[src/rtl/ep_seq_pkg.sv]
package ep_seq_pkg;
    typedef enum logic [1:0] {
        EPT_CTRL = 2'd0,
        EPT_ISO  = 2'd1,
        EPT_BULK = 2'd2,
        EPT_INTR = 2'd3
    } ep_kind_e;

    typedef enum logic [1:0] {
        HS_NONE = 2'd0,
        HS_ACK  = 2'd1,
        HS_NAK  = 2'd2
    } hs_e;

    typedef enum logic [2:0] {
        V_NEW, V_DUP, V_BAD, V_BUSY, V_ISO_OK, V_ISO_BAD
    } verdict_e;

    typedef enum logic [1:0] {
        S_IDLE, S_RX_RESP, S_TX_WAIT
    } fsm_e;

    localparam logic [3:0] PID_DATA0 = 4'b0011;
    localparam logic [3:0] PID_DATA1 = 4'b1011;
endpackage

[src/rtl/ep_seq_judge.sv]
module ep_seq_judge
    import ep_seq_pkg::*;
(
    input  logic [3:0] pid_i,
    input  logic       crc_ok_i,
    input  logic       buf_rdy_i,
    input  logic       tog_i,
    input  logic       iso_i,
    output verdict_e   verdict_o
);
    logic is_data;
    logic seq_bit;

    assign is_data = (pid_i == PID_DATA0) || (pid_i == PID_DATA1);
    assign seq_bit = pid_i[3];

    always_comb begin
        if (iso_i) begin
            verdict_o = (crc_ok_i && is_data) ? V_ISO_OK : V_ISO_BAD;
        end else if (!crc_ok_i || !is_data) begin
            verdict_o = V_BAD;
        end else if (seq_bit != tog_i) begin
            verdict_o = V_DUP;
        end else if (!buf_rdy_i) begin
            verdict_o = V_BUSY;
        end else begin
            verdict_o = V_NEW;
        end
    end
endmodule

[src/rtl/ep_seq_bank.sv]
module ep_seq_bank
    import ep_seq_pkg::*;
#(
    parameter int N_EP = 4,
    parameter int EPW  = 2
) (
    input  logic              clk,
    input  logic              rst,
    input  logic [2*N_EP-1:0] types_i,
    input  logic              flip_en_i,
    input  logic [EPW-1:0]    flip_ep_i,
    input  logic              setup_clr_i,
    input  logic [EPW-1:0]    setup_ep_i,
    input  logic              cfg_clr_i,
    output logic [N_EP-1:0]   tog_o,
    output logic [N_EP-1:0]   iso_o
);
    for (genvar i = 0; i < N_EP; i++) begin : g_ep
        ep_kind_e kind;
        logic     tog_q;
        logic     is_bi;
        logic     clr;

        assign kind     = ep_kind_e'(types_i[2*i +: 2]);
        assign is_bi    = (kind == EPT_BULK) || (kind == EPT_INTR);
        assign clr      = (cfg_clr_i && is_bi) ||
                          (setup_clr_i && (setup_ep_i == EPW'(i)) && (kind == EPT_CTRL));
        assign iso_o[i] = (kind == EPT_ISO);
        assign tog_o[i] = tog_q;

        always_ff @(posedge clk) begin
            if (rst) begin
                tog_q <= 1'b0;
            end else if (clr) begin
                tog_q <= 1'b0;
            end else if (flip_en_i && (flip_ep_i == EPW'(i)) && (kind != EPT_ISO)) begin
                tog_q <= ~tog_q;
            end
        end


        cfg_clear_chk: assert property (@(posedge clk) disable iff (rst)
            (cfg_clr_i && is_bi) |=> !tog_q);


        iso_fixed_chk: assert property (@(posedge clk) disable iff (rst)
            (kind == EPT_ISO && $past(kind) == EPT_ISO) |-> $stable(tog_q));
    end
endmodule

[src/rtl/ep_seq_sync.sv]
module ep_seq_sync
    import ep_seq_pkg::*;
#(
    parameter int N_EP = 4,
    localparam int EPW = (N_EP > 1) ? $clog2(N_EP) : 1
) (
    input  logic              clk,
    input  logic              rst,
    input  logic [2*N_EP-1:0] ep_types_i,
    input  logic              rx_valid_i,
    input  logic [EPW-1:0]    rx_ep_i,
    input  logic [3:0]        rx_pid_i,
    input  logic              rx_crc_ok_i,
    input  logic              buf_rdy_i,
    input  logic              tx_start_i,
    input  logic [EPW-1:0]    tx_ep_i,
    input  logic              hs_done_i,
    input  logic              hs_ack_i,
    input  logic              setup_i,
    input  logic [EPW-1:0]    setup_ep_i,
    input  logic              cfg_i,
    output logic [1:0]        hs_o,
    output logic              acc_o,
    output logic              dis_o,
    output logic [3:0]        tx_pid_o
);
    fsm_e           state_q, state_d;
    verdict_e       verdict_q, verdict_now;
    logic [EPW-1:0] tx_ep_q;
    logic [N_EP-1:0] tog, iso;
    logic           flip_en;
    logic [EPW-1:0] flip_ep;
    hs_e            hs;

    ep_seq_judge u_judge (
        .pid_i     (rx_pid_i),
        .crc_ok_i  (rx_crc_ok_i),
        .buf_rdy_i (buf_rdy_i),
        .tog_i     (tog[rx_ep_i]),
        .iso_i     (iso[rx_ep_i]),
        .verdict_o (verdict_now)
    );

    assign flip_en = ((state_q == S_IDLE) && rx_valid_i && (verdict_now == V_NEW)) ||
                     ((state_q == S_TX_WAIT) && hs_done_i && hs_ack_i);
    assign flip_ep = (state_q == S_IDLE) ? rx_ep_i : tx_ep_q;

    ep_seq_bank #(.N_EP(N_EP), .EPW(EPW)) u_bank (
        .clk         (clk),
        .rst         (rst),
        .types_i     (ep_types_i),
        .flip_en_i   (flip_en),
        .flip_ep_i   (flip_ep),
        .setup_clr_i (setup_i),
        .setup_ep_i  (setup_ep_i),
        .cfg_clr_i   (cfg_i),
        .tog_o       (tog),
        .iso_o       (iso)
    );

    always_comb begin
        state_d = state_q;
        unique case (state_q)
            S_IDLE: begin
                if (rx_valid_i)      state_d = S_RX_RESP;
                else if (tx_start_i) state_d = S_TX_WAIT;
            end
            S_RX_RESP: state_d = S_IDLE;
            S_TX_WAIT: if (hs_done_i) state_d = S_IDLE;
            default:   state_d = S_IDLE;
        endcase
    end

    always_ff @(posedge clk) begin
        if (rst) begin
            state_q   <= S_IDLE;
            verdict_q <= V_BAD;
            tx_ep_q   <= '0;
        end else begin
            state_q <= state_d;
            if (state_q == S_IDLE && rx_valid_i)                verdict_q <= verdict_now;
            if (state_q == S_IDLE && !rx_valid_i && tx_start_i) tx_ep_q   <= tx_ep_i;
        end
    end

    always_comb begin
        hs    = HS_NONE;
        acc_o = 1'b0;
        dis_o = 1'b0;
        unique case (state_q)
            S_RX_RESP: begin
                unique case (verdict_q)
                    V_NEW:     begin hs = HS_ACK; acc_o = 1'b1; end
                    V_DUP:     begin hs = HS_ACK; dis_o = 1'b1; end
                    V_BAD,
                    V_BUSY:    begin hs = HS_NAK; dis_o = 1'b1; end
                    V_ISO_OK:  acc_o = 1'b1;
                    V_ISO_BAD: dis_o = 1'b1;
                    default:   dis_o = 1'b1;
                endcase
            end
            S_IDLE, S_TX_WAIT: hs = HS_NONE;
            default:           hs = HS_NONE;
        endcase
    end

    assign hs_o     = hs;
    assign tx_pid_o = (tog[tx_ep_i] && !iso[tx_ep_i]) ? PID_DATA1 : PID_DATA0;


    strobe_excl_chk: assert property (@(posedge clk) disable iff (rst)
        !(acc_o && dis_o));


    new_flips_chk: assert property (@(posedge clk) disable iff (rst)
        (state_q == S_IDLE && rx_valid_i && verdict_now == V_NEW && !setup_i && !cfg_i)
        |=> ($countones(tog ^ $past(tog)) == 1) && acc_o && hs_o == 2'b01);


    dup_keeps_chk: assert property (@(posedge clk) disable iff (rst)
        (state_q == S_IDLE && rx_valid_i && verdict_now == V_DUP && !setup_i && !cfg_i)
        |=> (tog == $past(tog)) && dis_o && hs_o == 2'b01);


    tx_hold_chk: assert property (@(posedge clk) disable iff (rst)
        (state_q == S_TX_WAIT && !(hs_done_i && hs_ack_i) && !setup_i && !cfg_i)
        |=> $stable(tog));


    rx_busy_ignored_chk: assert property (@(posedge clk) disable iff (rst)
        (state_q == S_TX_WAIT) |=> !acc_o && !dis_o);
endmodule

[config.mk]
export PLATFORM = sky130hd
export DESIGN_NAME = ep_seq_sync
export DESIGN_NICKNAME = d
export VERILOG_FILES = /design/src/rtl/ep_seq_pkg.sv /design/src/rtl/ep_seq_judge.sv /design/src/rtl/ep_seq_bank.sv /design/src/rtl/ep_seq_sync.sv
export SDC_FILE = /design/constraint.sdc
export NUM_CORES = 1
export LEC_CHECK = 0
export BUFFER_PORTS_ARGS = -buffer_cell sky130_fd_sc_hd__buf_2
export CAP_MARGIN = 30
export CORE_MARGIN = 2
export CORE_UTILIZATION = 45
export CTS_BUF_LIST = sky130_fd_sc_hd__clkbuf_4 sky130_fd_sc_hd__clkbuf_8
export DETAILED_ROUTE_END_ITERATION = 7
export GPL_TIMING_DRIVEN = 0
export PLACE_DENSITY = 0.77
export RECOVER_POWER = 25
export SLEW_MARGIN = 20
export SYNTH_ARGS = -nofsm -noshare
export SYNTH_HDL_FRONTEND = slang
export SYNTH_SLANG_ARGS = --single-unit
[constraint.sdc]
create_clock -name clk -period 1.9 [get_ports clk]
set_input_delay 0 -clock clk [delete_from_list [all_inputs] [get_ports clk]]
set_output_delay 0 -clock clk [all_outputs]
set_load 0.02 [all_outputs]
Yosys cells after proc, flatten, opt, wreduce, memory -nomap -nowiden:

Cells that the tools add are included.

* magnitude comparators: 2
* equal/unequal tests: 33
* reduce and logical (&&, ||, !) cells: 60
* multiplexer cells: 25
* bitwise operators: 4

Operators with widths (number)
* 1-bit logical AND: 28
* 2-bit equality test, second input constant: 13
* 2-bit by 1-bit equality test with 1-bit output, second input constant: 7
* 2-bit logical NOT: 7
* 2-bit OR reduction: 7
* 2-bit two-way mux: 6
* 1-bit logical OR: 11
* 1-bit two-way mux: 9
* 3-bit two-way mux: 3
* 1-bit binary-select mux with 2-bit select: 4
* 2-bit by 1-bit inequality test with 1-bit output, second input constant: 4
* 2-bit one-hot mux with 2 select lines: 2
* 3-bit by 2-bit equality test with 1-bit output, second input constant: 2
* 3-bit logical NOT: 2
* 2-bit by 3-bit < comparator with 1-bit output, second input constant: 2
* 4-bit by 2-bit equality test with 1-bit output, second input constant: 1
* 4-bit equality test, second input constant: 1
* 1-bit logical NOT: 4
* 4-bit two-way mux: 1
* 1-bit NOT: 4
* 3-bit by 1-bit equality test with 1-bit output, second input constant: 1
* 3-bit equality test, second input constant: 1
* 3-bit inequality test, second input constant: 1
* 2-bit inequality test, second input constant: 1
* 2 further kinds: 2

* logic and storage cells: 131
* output and inout bits: 8
* register bits after elaboration: 11

Longest topological paths before layout:

Gate-level depths: netlist of the first run.

* word-level depth: 11
* mapped depth: 7
* gate-level depth less buffers: 5

By module:

A second synthesis of the first run with hierarchy kept.

* cell total of the unflattened synthesis: 105
* area, all modules: 918.4 um^2

Modules (own cells, without submodules)
* ep_seq_sync: times used 1, area each 525.5 um^2, cells an instance 52
* ep_seq_bank: times used 1, area each 325.3 um^2, cells an instance 45
* ep_seq_judge: times used 1, area each 67.6 um^2, cells an instance 8

Worst setup path after synthesis of the first run:

No wires, ideal clock.

* path type: reg-to-reg
* start: register u_bank.g_ep[3].tog_q
* end: register u_bank.g_ep[1].tog_q
* setup time: 0.126 ns
* stages on the path, launching flop included: 7
* arrival time: 1.794 ns
* path slack: -0.021 ns
* buffers on the path: 1
* period minus slack after synthesis: 1.921 ns
* required time: 1.774 ns
* path through: dfxtp_1 > mux4_2 > xor2_1 > or4b_4 > buf_6 > nand4_1 > o221ai_2

* cells in the longest elaborated chain, start to end: 11

RTL lines
* start, declared: line ep_seq_bank.sv:20 `logic tog_q;`
* start signal, assigned: line ep_seq_bank.sv:37 `tog_q <= ~tog_q;`
* 1-bit binary-select mux with 2-bit select: line ep_seq_sync.sv:39 `.tog_i (tog[rx_ep_i]),`
* 1-bit two-way mux (implied by the code): line ep_seq_sync.sv:39
* 1-bit inequality test: line ep_seq_judge.sv:22 `end else if (seq_bit != tog_i) begin`
* 3-bit two-way mux: line ep_seq_judge.sv:22
* 3-bit two-way mux: line ep_seq_judge.sv:20 `end else if (!crc_ok_i || !is_data) begin`
* 3-bit two-way mux: line ep_seq_judge.sv:18 `if (iso_i) begin`
* 3-bit logical NOT: line ep_seq_sync.sv:44 `assign flip_en = ((state_q == S_IDLE) && rx_valid_i && (verdict_now == V_NEW)) ||`
* 1-bit logical AND: line ep_seq_sync.sv:44
* 1-bit logical OR: line ep_seq_sync.sv:44
* 1-bit logical AND (2 in series): line ep_seq_bank.sv:36 `end else if (flip_en_i && (flip_ep_i == EPW'(i)) && (kind != EPT_ISO)) begin`
* end signal, assigned: line ep_seq_bank.sv:37
* end, declared: line ep_seq_bank.sv:20

No other way between the ends. The select of a mux whose other input is x is not followed.
A chain may end at the register's enable or synchronous reset.

Worst setup path in the final report of the first run:

* start: register u_bank.g_ep[2].tog_q
* end: register u_bank.g_ep[2].tog_q

* cells in the longest elaborated chain, start to end: 11

RTL lines (line)
* start, declared: ep_seq_bank.sv:20
* start signal, assigned: ep_seq_bank.sv:37
* 1-bit binary-select mux with 2-bit select: ep_seq_sync.sv:39
* 1-bit two-way mux (implied by the code): ep_seq_sync.sv:39
* 1-bit inequality test: ep_seq_judge.sv:22
* 3-bit two-way mux: ep_seq_judge.sv:22
* 3-bit two-way mux: ep_seq_judge.sv:20
* 3-bit two-way mux: ep_seq_judge.sv:18
* 3-bit logical NOT: ep_seq_sync.sv:44
* 1-bit logical AND: ep_seq_sync.sv:44
* 1-bit logical OR: ep_seq_sync.sv:44
* 1-bit logical AND (2 in series): ep_seq_bank.sv:36

Several ways; a longest one is shown, not always the timed one. The select of a mux whose other input is x is not followed.

==> run summary, run 1 <==
area overhead of the layout relative to synthesis: 26.09%
detailed-placement wirelength estimate: 1.855 mm
CP peak stage delay: 590 ps
clk_skew: 5.111 ps
type of the tightest min-delay check: in -> reg
violated checks: negative setup slack
min cycle time layout: 1904 ps
total global routing track utilization: 20.93%
buffer type at the clock tree root: sky130_fd_sc_hd__clkbuf_4
Total Die Area: 0.002494 mm²
placed standard-cell area: 0.001150 mm²
largest net degree at the start of global routing: 11
Detailed Routing Iterations Pass 1: 4
synthesized flop and latch total: 11
iteration-0 DRC count of the detailed router: 30
insertion delay of the later-clocked pin in the worst-skew pair: 280 ps
startpoint type of the worst setup path: flop
total number of H-tree levels: 1
wire length of the first global-routing pass: 3.967 mm
worst path required time: 2070 ps
antenna violations before repair: 0
leading cell type in the layout, fill and taps excluded: sky130_fd_sc_hd__buf_2
final total negative setup slack: -3.936 ps
overall die height: 49.94 µm
Max Buffers Root-to-Sink: 2
CTS clock-pin slew for the worst setup and hold paths: 80 ps
CP Cell Sequence: mux4_2 -> xor2_1 -> or4b_4 -> nand4_1 -> o221ai_2
Avg WL per Cell: 12.73 µm
floorplan die width: 49.94 µm
RSZ-0062 raised after global routing: yes
FMAX: 525.2 MHz
total power divided by cell area: 502.5 mW/mm²
synthesis warning total: 0
switching fraction of total power: 31.85%
worst slack at placement: -101.8 ps
total wire length: 2.342 mm
Critical Path AT: 2070 ps
final weighted congestion in routability-driven placement: 0.7933
number of inserted diodes: 0
area of the core: 0.001982 mm²
clock network power share: 30.7%
CTS hold repair buffers: 0
peak supply drop: 0.0003277 V
number of buffers created by CTS: 3
number of nets at the end of the flow: 186
smallest setup slack after layout: -3.936 ps
area of the mapped netlist: 949.7 µm²
gate count of the mapped netlist: 118
worst path bufs/invs: 0
number of sinks handled by clock tree synthesis: 11
library cell contributing the largest single delay on the critical path: sky130_fd_sc_hd__or4b_4
fin area: 0.001197 mm²
Hold Fails Final Rpt: 0
most frequent cells in the layout: sky130_fd_sc_hd__buf_2, sky130_fd_sc_hd__nor2_1, sky130_fd_sc_hd__a21oi_1
Top Family by Delay on Critical Path: simple AND/OR/NAND/NOR gates
total number of vias: 1,045
Pins Over Slew Limit: 0
kind of end point of the critical path: flop
total chip power: 0.6017 mW
average instance area after synthesis: 8.048 µm²
initial cell density of the core: 47.92%
part of the Yosys area used for sequential elements: 23.19%
Leakage Power: 0.5027 nW
clock tree from TritonCTS: yes
combinational power share: 27.7%
part of the cycle the worst path needs: 100.2%
Setup violations, final: 1
number of global-route vias before repair: 936
worst-case hold slack: 25.49 ps
distinct cell type count after synthesis: 38
Setup Crit Path Kind: reg -> reg
DRC violations left: 0
count of port buffers added during placement: 32
result of the run: finished with violations
Top Ports: 36
maximum fanout along the worst path: 8
via density per instance: 5.679
number of max-cap violations: 0
global route total overflow: 0
final antenna-violating net count: 0
Int Power: 0.4100 mW
layout cell share with drive strength beyond 1: 33.76%
Rows: 16
share of power burned in registers: 41.6%
total net switching power: 0.1916 mW
kinds of logic (layout without fill, tap and decap cells):
kind of cell / Yosys count / after routing / share of synthesized area (%)
other: 2 / 3 / 0.7908
buffers and inverters: 9 / 47 / 5.534
muxes: 8 / 8 / 11.07
xor gates and xnor gates: 2 / 2 / 1.845
and+or+nand+nor: 63 / 63 / 38.87
AOI/OAI and AO/OA: 23 / 23 / 18.71
DFF: 11 / 11 / 23.19
worst paths after layout:
kind	from	to	slack (ps)	cells past startpoint
worst max-delay path	u_bank.g_ep[2].tog_q	u_bank.g_ep[2].tog_q	-4	5
worst min-delay path	tx_ep_i[0]	tx_ep_q[0]	30	3
worst max register to register	u_bank.g_ep[2].tog_q	u_bank.g_ep[2].tog_q	-4	5
worst min register to register	state_q[0]	state_q[1]	520	1
worst register-to-register path, stage by stage (launching register included):
cell and delay [ps]:
sky130_fd_sc_hd__dfxtp_2 350, sky130_fd_sc_hd__mux4_2 480, sky130_fd_sc_hd__xor2_1 160, sky130_fd_sc_hd__or4b_4 590
sky130_fd_sc_hd__nand4_1 120, sky130_fd_sc_hd__o221ai_2 90
metal layers:
metal | track usage (%) | routed length (µm) | share of wire (%) | up-vias
met5 | 0 | 0 | 0 | -
met4 | 12.04 | 64 | 2.7 | 0
met3 | 3.333 | 164 | 7.0 | 6
met2 | 37.11 | 1147 | 49 | 46
met1 | 23.41 | 966 | 41 | 478
li1 | - | - | - | 515
timing repair:
action	CTS	global route
setup buffers	3	0
gates resized for setup	4	0
pin swaps	4	1
setup endpoints to repair	4	4
through the flow:
stage | utilization [%] | instances
6_report | 60.42 | 184
5_1_grt | 60.42 | 184
4_1_cts | 60.48 | 184
3_5_place_dp | 58.02 | 178
3_3_place_gp | 58.02 | 178
2_1_floorplan | - | 119
Yosys cell counts (all sizes together):
cell	n	share of area (%)
nor4	2	1.3
and2b	1	0.79
or3b	1	0.92
nand4	4	2.6
nor3b	3	2.4
nor2	15	5.9
nand4b	2	1.8
inv	3	1.2
nor2b	4	2.6
or2	1	0.66
nand2	3	1.2
xnor2	1	0.92
nand2b	7	4.6
xor2	1	0.92
buf	4	3.6
nand3b	4	3.2
clkbuf	2	0.79
mux4	2	4.7
or3	2	1.3
nand3	3	1.6
o21bai	1	0.79
a21oi	11	5.8
and3	2	1.3
nor3	6	3.2
a22oi	1	0.79
or4b	2	2.5
o31ai	1	0.79
mux2i	6	6.3
o21a	1	0.79
conb	2	0.79
dfxtp	11	23
o221ai	5	7.2
a211oi	2	1.6
nor4b	1	0.92
o32ai	1	0.92
flip-flops by register name, indices dropped and copies added, names as in the netlist:
signal	count
verdict_q	3
tx_ep_q	2
u_bank.g_ep.tog_q	4
state_q	2
power by group through the flow:
stage	clock network [mW]	logic, mW	registers [mW]
after floorplan	0	0.104	0.256
after global placement	0	0.160	0.258
after detailed placement	0	0.165	0.259
after CTS	0.188	0.167	0.250
after global routing	0.196	0.186	0.252
final	0.185	0.167	0.250
final cells by class:
class                           count  area [µm²]
Clock buffer                        4       30.03
Timing Repair Buffer               35       181.4
Buffer                              5       30.03
Tap cell                           27       33.78
Inverter                            3       11.26
Sequential cell                    11       230.2
Fill cell                         188       784.5
Multi-Input combinational cell     99       680.7
(Power assumes the default switching activity.)
==> run 2: changes to the inputs <==
- CORE_UTILIZATION: 45 -> 50
- PLACE_DENSITY: 0.77 -> 0.81
- clock period: 1.9 -> 2.05 ns (I/O delays scaled with it)
==> run 2 against run 1 <==
- largest power group unchanged
- worst setup slack improved by 63 ps
- utilization increased by 7.0 points
- global-route usage increased by 2.2 points
- the flow now finishes without violations
==> run summary, run 2 (synthesized netlist as in run 1, its figures left out) <==
register with the highest flop count: u_bank.g_ep.tog_q
library cell contributing the largest single delay on the critical path: sky130_fd_sc_hd__mux4_2
total power divided by cell area: 454.2 mW/mm² (-9.6%)
Setup Crit Path Kind: reg -> reg
final total negative setup slack: 0 ps (+3.936 ps)
GR met3 Demand/Resource: 3.774% (+0.44 points)
count of port buffers added during placement: 32 (unchanged)
total global routing track utilization: 23.15% (+2.2 points)
number of nets at the end of the flow: 185 (-0.54%)
insertion delay of the later-clocked pin in the worst-skew pair: 280 ps (about the same)
type of the tightest min-delay check: in -> reg
CP peak stage delay: 510 ps (-80 ps)
number of max-cap violations: 0 (unchanged)
initial cell density of the core: 53.83% (+5.9 points)
buffer type at the clock tree root: sky130_fd_sc_hd__clkbuf_4
Total Die Area: 0.002264 mm² (-9.2%)
Detailed Routing Iterations Pass 1: 4 (unchanged)
CP Cell Sequence: mux4_2 -> xor2_1 -> or4b_4 -> buf_6 -> nand4_1 -> o221ai_2
worst path required time: 2210 ps (+140 ps)
layout cell share with drive strength beyond 1: 33.33% (-0.42 points)
iteration-0 DRC count of the detailed router: 18 (-40%)
largest net degree at the start of global routing: 11 (unchanged)
Setup violations, final: 0 (-1)
worst-case hold slack: 17.96 ps (-7.526 ps)
min cycle time layout: 1991 ps (+87.30 ps)
detailed-placement wirelength estimate: 1.815 mm (-2.1%)
total chip power: 0.5405 mW (-10%)
layer with the highest usage: met2
worst path bufs/invs: 1 (+1)
via density per instance: 5.829 (+2.6%)
Max Buffers Root-to-Sink: 2 (unchanged)
final weighted congestion in routability-driven placement: 0.8763 (+10%)
Hold Fails Final Rpt: 0 (unchanged)
DRC violations left: 0 (unchanged)
total number of vias: 1,055 (+0.96%)
area of the core: 0.001764 mm² (-11%)
startpoint type of the worst setup path: flop
largest registers: u_bank.g_ep.tog_q x4, verdict_q x3
Pins Over Slew Limit: 0 (unchanged)
leading cell type in the layout, fill and taps excluded: sky130_fd_sc_hd__buf_2
result of the run: finished clean
Post-Route Utilization: 67.45% (+7.0 points)
floorplan die width: 47.58 µm (-4.7%)
area overhead of the layout relative to synthesis: 25.30%
clock tree from TritonCTS: yes
Avg WL per Cell: 12.52 µm (-1.6%)
Top Family by Delay on Critical Path: simple AND/OR/NAND/NOR gates
count of placed standard cells including taps: 176 (-1.1%)
startpoint of the most critical hold path: tx_ep_i[0]
overall die height: 47.58 µm (-4.7%)
origin of the critical flop-to-flop path: u_bank.g_ep[3].tog_q
kind of end point of the critical path: flop
Rows: 15 (-1)
Leakage Power: 0.4995 nW (-0.64%)
post-layout instance count excluding filler cells: 181 (-1.6%)
number of buffers created by CTS: 3 (unchanged)
flip-flop count of the largest register, all copies and words added: 4 (unchanged)
maximum fanout along the worst path: 8 (unchanged)
Critical Path AT: 2150 ps (+80 ps)
total wire length: 2.266 mm (-3.2%)
first element of the critical path: u_bank.g_ep[3].tog_q
number of global-route vias before repair: 922 (-1.5%)
number of inserted diodes: 0 (unchanged)
part of the cycle the worst path needs: 97.13% (-3.1 points)
most frequent cells in the layout: sky130_fd_sc_hd__buf_2, sky130_fd_sc_hd__nor2_1, sky130_fd_sc_hd__a21oi_1
final antenna-violating net count: 0 (unchanged)
RSZ-0062 raised after global routing: no
peak supply drop: 0.0002726 V (-17%)
global routing met1 resource utilization: 26.59% (+3.2 points)
FMAX: 502.2 MHz (-4.4%)
fraction of met2 tracks used by global routing: 40.00% (+2.9 points)
antenna violations before repair: 0 (unchanged)
wire length of the first global-routing pass: 3.691 mm (-7.0%)
global route total overflow: 0 (unchanged)
Top Ports: 36 (unchanged)
CTS clock-pin slew for the worst setup and hold paths: 70 ps (about the same)
number of sinks handled by clock tree synthesis: 11 (unchanged)
total number of H-tree levels: 1 (unchanged)
clk_skew: 5.775 ps (+0.6644 ps)
==> run 2: cell types whose count changed in the layout (fill, tap and decap cells not counted) <==
| cell | previous run | this run |
|---|---|---|
| sky130_fd_sc_hd__buf_6 | 0 | 1 |
| sky130_fd_sc_hd__clkinv_2 | 0 | 1 |
| sky130_fd_sc_hd__buf_4 | 6 | 4 |
| sky130_fd_sc_hd__dlygate4sd3_1 | 0 | 1 |
| sky130_fd_sc_hd__clkbuf_1 | 3 | 2 |
| sky130_fd_sc_hd__dfxtp_2 | 2 | 4 |
| sky130_fd_sc_hd__clkbuf_4 | 4 | 3 |
| sky130_fd_sc_hd__dfxtp_4 | 2 | 0 |
==> run 2: what timing repair did <==
action | in CTS | in global routing
hold buffers | 1 | 0
resized for setup | 0 | 4
setup buffers | 0 | 1
setup endpoints to repair | 0 | 4
endpoints found under the hold margin | 1 | 0
==> run 2: power by group <==
group,switching (mW),internal [mW]
registers,0.0117,0.224
clock network,0.0796,0.0725
logic,0.0827,0.0699
total,0.174,0.366
==> run 2: final timing paths <==
check                              end  slack, ps  cells after the start
hold reg to reg             state_q[1]        530                      1
hold / removal              tx_ep_q[0]         20                      3
setup / recovery  u_bank.g_ep[1].tog_q         60                      6
setup reg to reg  u_bank.g_ep[1].tog_q         60                      6
==> run 2: layout make-up <==
class                      instances  area, µm²
tap                               25      31.28
inverter                           3      11.26
sequential                        11      225.2
multi-input combinational         99      680.7
clock buffer                       3      22.52
fill                             171      574.3
timing repair buffer              34      176.4
clock inverter                     1      5.005
buffer                             5      37.54
==> run 2: through the flow <==
step / instance area (µm²) / setup slack [ps]
5_1_grt: 1190 / 1.523
4_1_cts: 1182 / 13.37
3_3_place_gp: 1145 / 63.04
2_1_floorplan: 953.4 / 129.3
3_5_place_dp: 1145 / 27.52
6_report: 1190 / 58.77
==> run 2: layer usage <==
layer	part of all wire (%)	wire, µm
met4	1.2	28
met3	8.1	183
met2	49	1118
met1	41	935
met5	0	0
==> run 2: worst reg2reg max path: stages (launching register included) <==
cell                       delay, ps
sky130_fd_sc_hd__dfxtp_2         350
sky130_fd_sc_hd__mux4_2          510
sky130_fd_sc_hd__xor2_1          160
sky130_fd_sc_hd__or4b_4          510
sky130_fd_sc_hd__buf_6           150
sky130_fd_sc_hd__nand4_1         100
sky130_fd_sc_hd__o221ai_2         90
==> run 3: changes to the inputs <==
- SETUP_SLACK_MARGIN: default -> 0.5
==> run 3 against run 2 <==
- clock power increased by 9%
- highest routed layer unchanged
- sequential power is 2% lower
- largest cell class unchanged
- routed wire length grew 13%
- total power is 4.3% higher
- largest power group unchanged
- final cell count grew 3.3%
==> run summary, run 3 (synthesized netlist as in run 1, its figures left out) <==
register-to-register path setup slack: 90 ps (+30 ps)
number of global-route vias before repair: 977 (+6.0%)
kind of end point of the critical path: flop
Setup Crit Path Kind: reg -> reg
number of sinks handled by clock tree synthesis: 11 (unchanged)
total global routing track utilization: 24.77% (+1.6 points)
peak supply drop: 0.0002938 V (+7.8%)
final antenna-violating net count: 0 (unchanged)
placed standard-cell area: 0.001147 mm² (+0.22%)
number of nets at the end of the flow: 191 (+3.2%)
startpoint type of the worst setup path: flop
Max Buffers Root-to-Sink: 2 (unchanged)
CTS clock-pin slew for the worst setup and hold paths: 80 ps (about the same)
detailed-placement wirelength estimate: 1.928 mm (+6.2%)
min cycle time layout: 1962 ps (-29.49 ps)
maximum fanout along the worst path: 8 (unchanged)
Avg WL per Cell: 13.66 µm (+9.1%)
clk_skew: 7.686 ps (+1.911 ps)
overall die height: 47.58 µm (unchanged)
global route total overflow: 0 (unchanged)
largest registers: u_bank.g_ep.tog_q x4, verdict_q x3
origin of the critical flop-to-flop path: u_bank.g_ep[1].tog_q
via density per instance: 5.679 (-2.6%)
smallest setup slack after layout: 88.26 ps (+29.49 ps)
worst slack at placement: 52.08 ps (+24.56 ps)
largest net degree at the start of global routing: 11 (unchanged)
capturing instance or port of the critical path: u_bank.g_ep[0].tog_q
total number of vias: 1,062 (+0.66%)
Total Die Area: 0.002264 mm² (unchanged)
capturing point of the worst reg2reg path: u_bank.g_ep[0].tog_q
insertion delay of the later-clocked pin in the worst-skew pair: 300 ps (+20 ps)
number of buffers created by CTS: 3 (unchanged)
Pins Over Slew Limit: 0 (unchanged)
initial cell density of the core: 53.83% (unchanged)
leading cell type in the layout, fill and taps excluded: sky130_fd_sc_hd__buf_2
flip-flop count of the largest register, all copies and words added: 4 (unchanged)
register with the highest flop count: u_bank.g_ep.tog_q
Rows: 15 (unchanged)
RSZ-0062 raised after global routing: yes
fin area: 0.001276 mm² (+7.3%)
number of inserted diodes: 0 (unchanged)
Critical Path AT: 2130 ps (-20 ps)
Setup violations, final: 0 (unchanged)
Detailed Routing Iterations Pass 1: 5 (+1)
layout cell share with drive strength beyond 1: 40.12% (+6.8 points)
most frequent cells in the layout: sky130_fd_sc_hd__buf_2, sky130_fd_sc_hd__nor2_1, sky130_fd_sc_hd__a21oi_1
antenna violations before repair: 0 (unchanged)
fill cell count: 159 (-7.0%)
buffer type at the clock tree root: sky130_fd_sc_hd__clkbuf_4
floorplan die width: 47.58 µm (unchanged)
total wire length: 2.555 mm (+13%)
first element of the critical path: u_bank.g_ep[1].tog_q
worst path required time: 2220 ps (about the same)
count of port buffers added during placement: 32 (unchanged)
total power divided by cell area: 441.7 mW/mm² (-2.7%)
Leakage Power: 0.5422 nW (+8.5%)
FMAX: 509.8 MHz (+1.5%)
final total negative setup slack: 0 ps (unchanged)
area overhead of the layout relative to synthesis: 34.39%
multi-input gate area in the final layout: 705.7 µm² (+3.7%)
Top Ports: 36 (unchanged)
type of the tightest min-delay check: in -> reg
area taken by flip-flops and latches: 237.7 µm² (+5.6%)
total number of H-tree levels: 1 (unchanged)
result of the run: finished clean
final weighted congestion in routability-driven placement: 0.8835 (+0.82%)
clock tree from TritonCTS: yes
area of the core: 0.001764 mm² (unchanged)
length in cells of the worst reg-to-reg path: 6 (unchanged)
part of the cycle the worst path needs: 95.69% (-1.4 points)
Hold Fails Final Rpt: 0 (unchanged)
iteration-0 DRC count of the detailed router: 18 (unchanged)
DRC violations left: 0 (unchanged)
wire length of the first global-routing pass: 3.891 mm (+5.4%)
number of max-cap violations: 0 (unchanged)
-- run 3: cell types whose count changed in the layout (fill, tap and decap cells not counted), sizes merged --
| cell | previous run | this run |
|---|---|---|
| buf | 36 | 42 |
-- run 3: power by group --
| group | switching (mW) | internal (mW) | total [mW] |
|---|---|---|---|
| Clock | 0.0933 | 0.0728 | 0.166 |
| Sequential | 0.0110 | 0.220 | 0.231 |
| Combinational | 0.0899 | 0.0766 | 0.166 |
-- run 3: what timing repair did --
action / 4_1_cts / 5_1_grt
hold buffers: 1 / 0
pin swaps: 2 / 3
hold endpoints to repair: 1 / 0
gates resized for setup: 4 / 13
setup buffers: 2 / 4
setup endpoints to repair: 5 / 7
-- run 3: worst min-delay path by stage --
stage          startpoint          to  cells past startpoint  slack [ps]
2_1_floorplan  tx_ep_i[0]  tx_ep_q[0]                      2         150
3_3_place_gp   tx_ep_i[1]  tx_ep_q[1]                      3         280
3_5_place_dp   tx_ep_i[1]  tx_ep_q[1]                      3         290
4_1_cts        tx_ep_i[0]  tx_ep_q[0]                      3          10
5_1_grt        tx_ep_i[0]  tx_ep_q[0]                      3          30
6_report       tx_ep_i[0]  tx_ep_q[0]                      3         0.9
-- run 3: area by class of cell --
type / instances / share of cell area [%]
clock inverters: 1 / 0.3922
inverters: 3 / 0.8824
well taps: 25 / 2.451
flip-flops and latches: 11 / 18.63
plain buffers: 6 / 3.824
repair buffers: 39 / 16.76
clock buffers: 3 / 1.765
multi-input cells: 99 / 55.29
-- run 3: critical path: stages, from the launching register on --
cell                       delay [ps]
sky130_fd_sc_hd__dfxtp_2          350
sky130_fd_sc_hd__mux4_2           490
sky130_fd_sc_hd__xor2_1           160
sky130_fd_sc_hd__or4b_4           520
sky130_fd_sc_hd__buf_8            160
sky130_fd_sc_hd__nand4_1           80
sky130_fd_sc_hd__o221ai_2          90
-- run 3: per-stage QoR --
stage / hold WS (ps) / power, mW / instances / utilization (%)
after floorplan: 147.2 / 0.3337 / 119 / -
after global placement: 278.7 / 0.3862 / 176 / 65.04
after detailed placement: 294.8 / 0.3931 / 176 / 65.04
after CTS: 13.01 / 0.5477 / 183 / 68.44
after global routing: 33.48 / 0.5887 / 187 / 72.34
final: 0.8916 / 0.5637 / 187 / 72.34
-- run 3: per-layer routing --
metal	vias up	track usage, %	part of all wire [%]
li1	527	-	-
met1	495	27.29	40
met2	35	45.68	52
met3	5	4.906	5.7
met4	0	10.81	1.7
met5	-	0	0
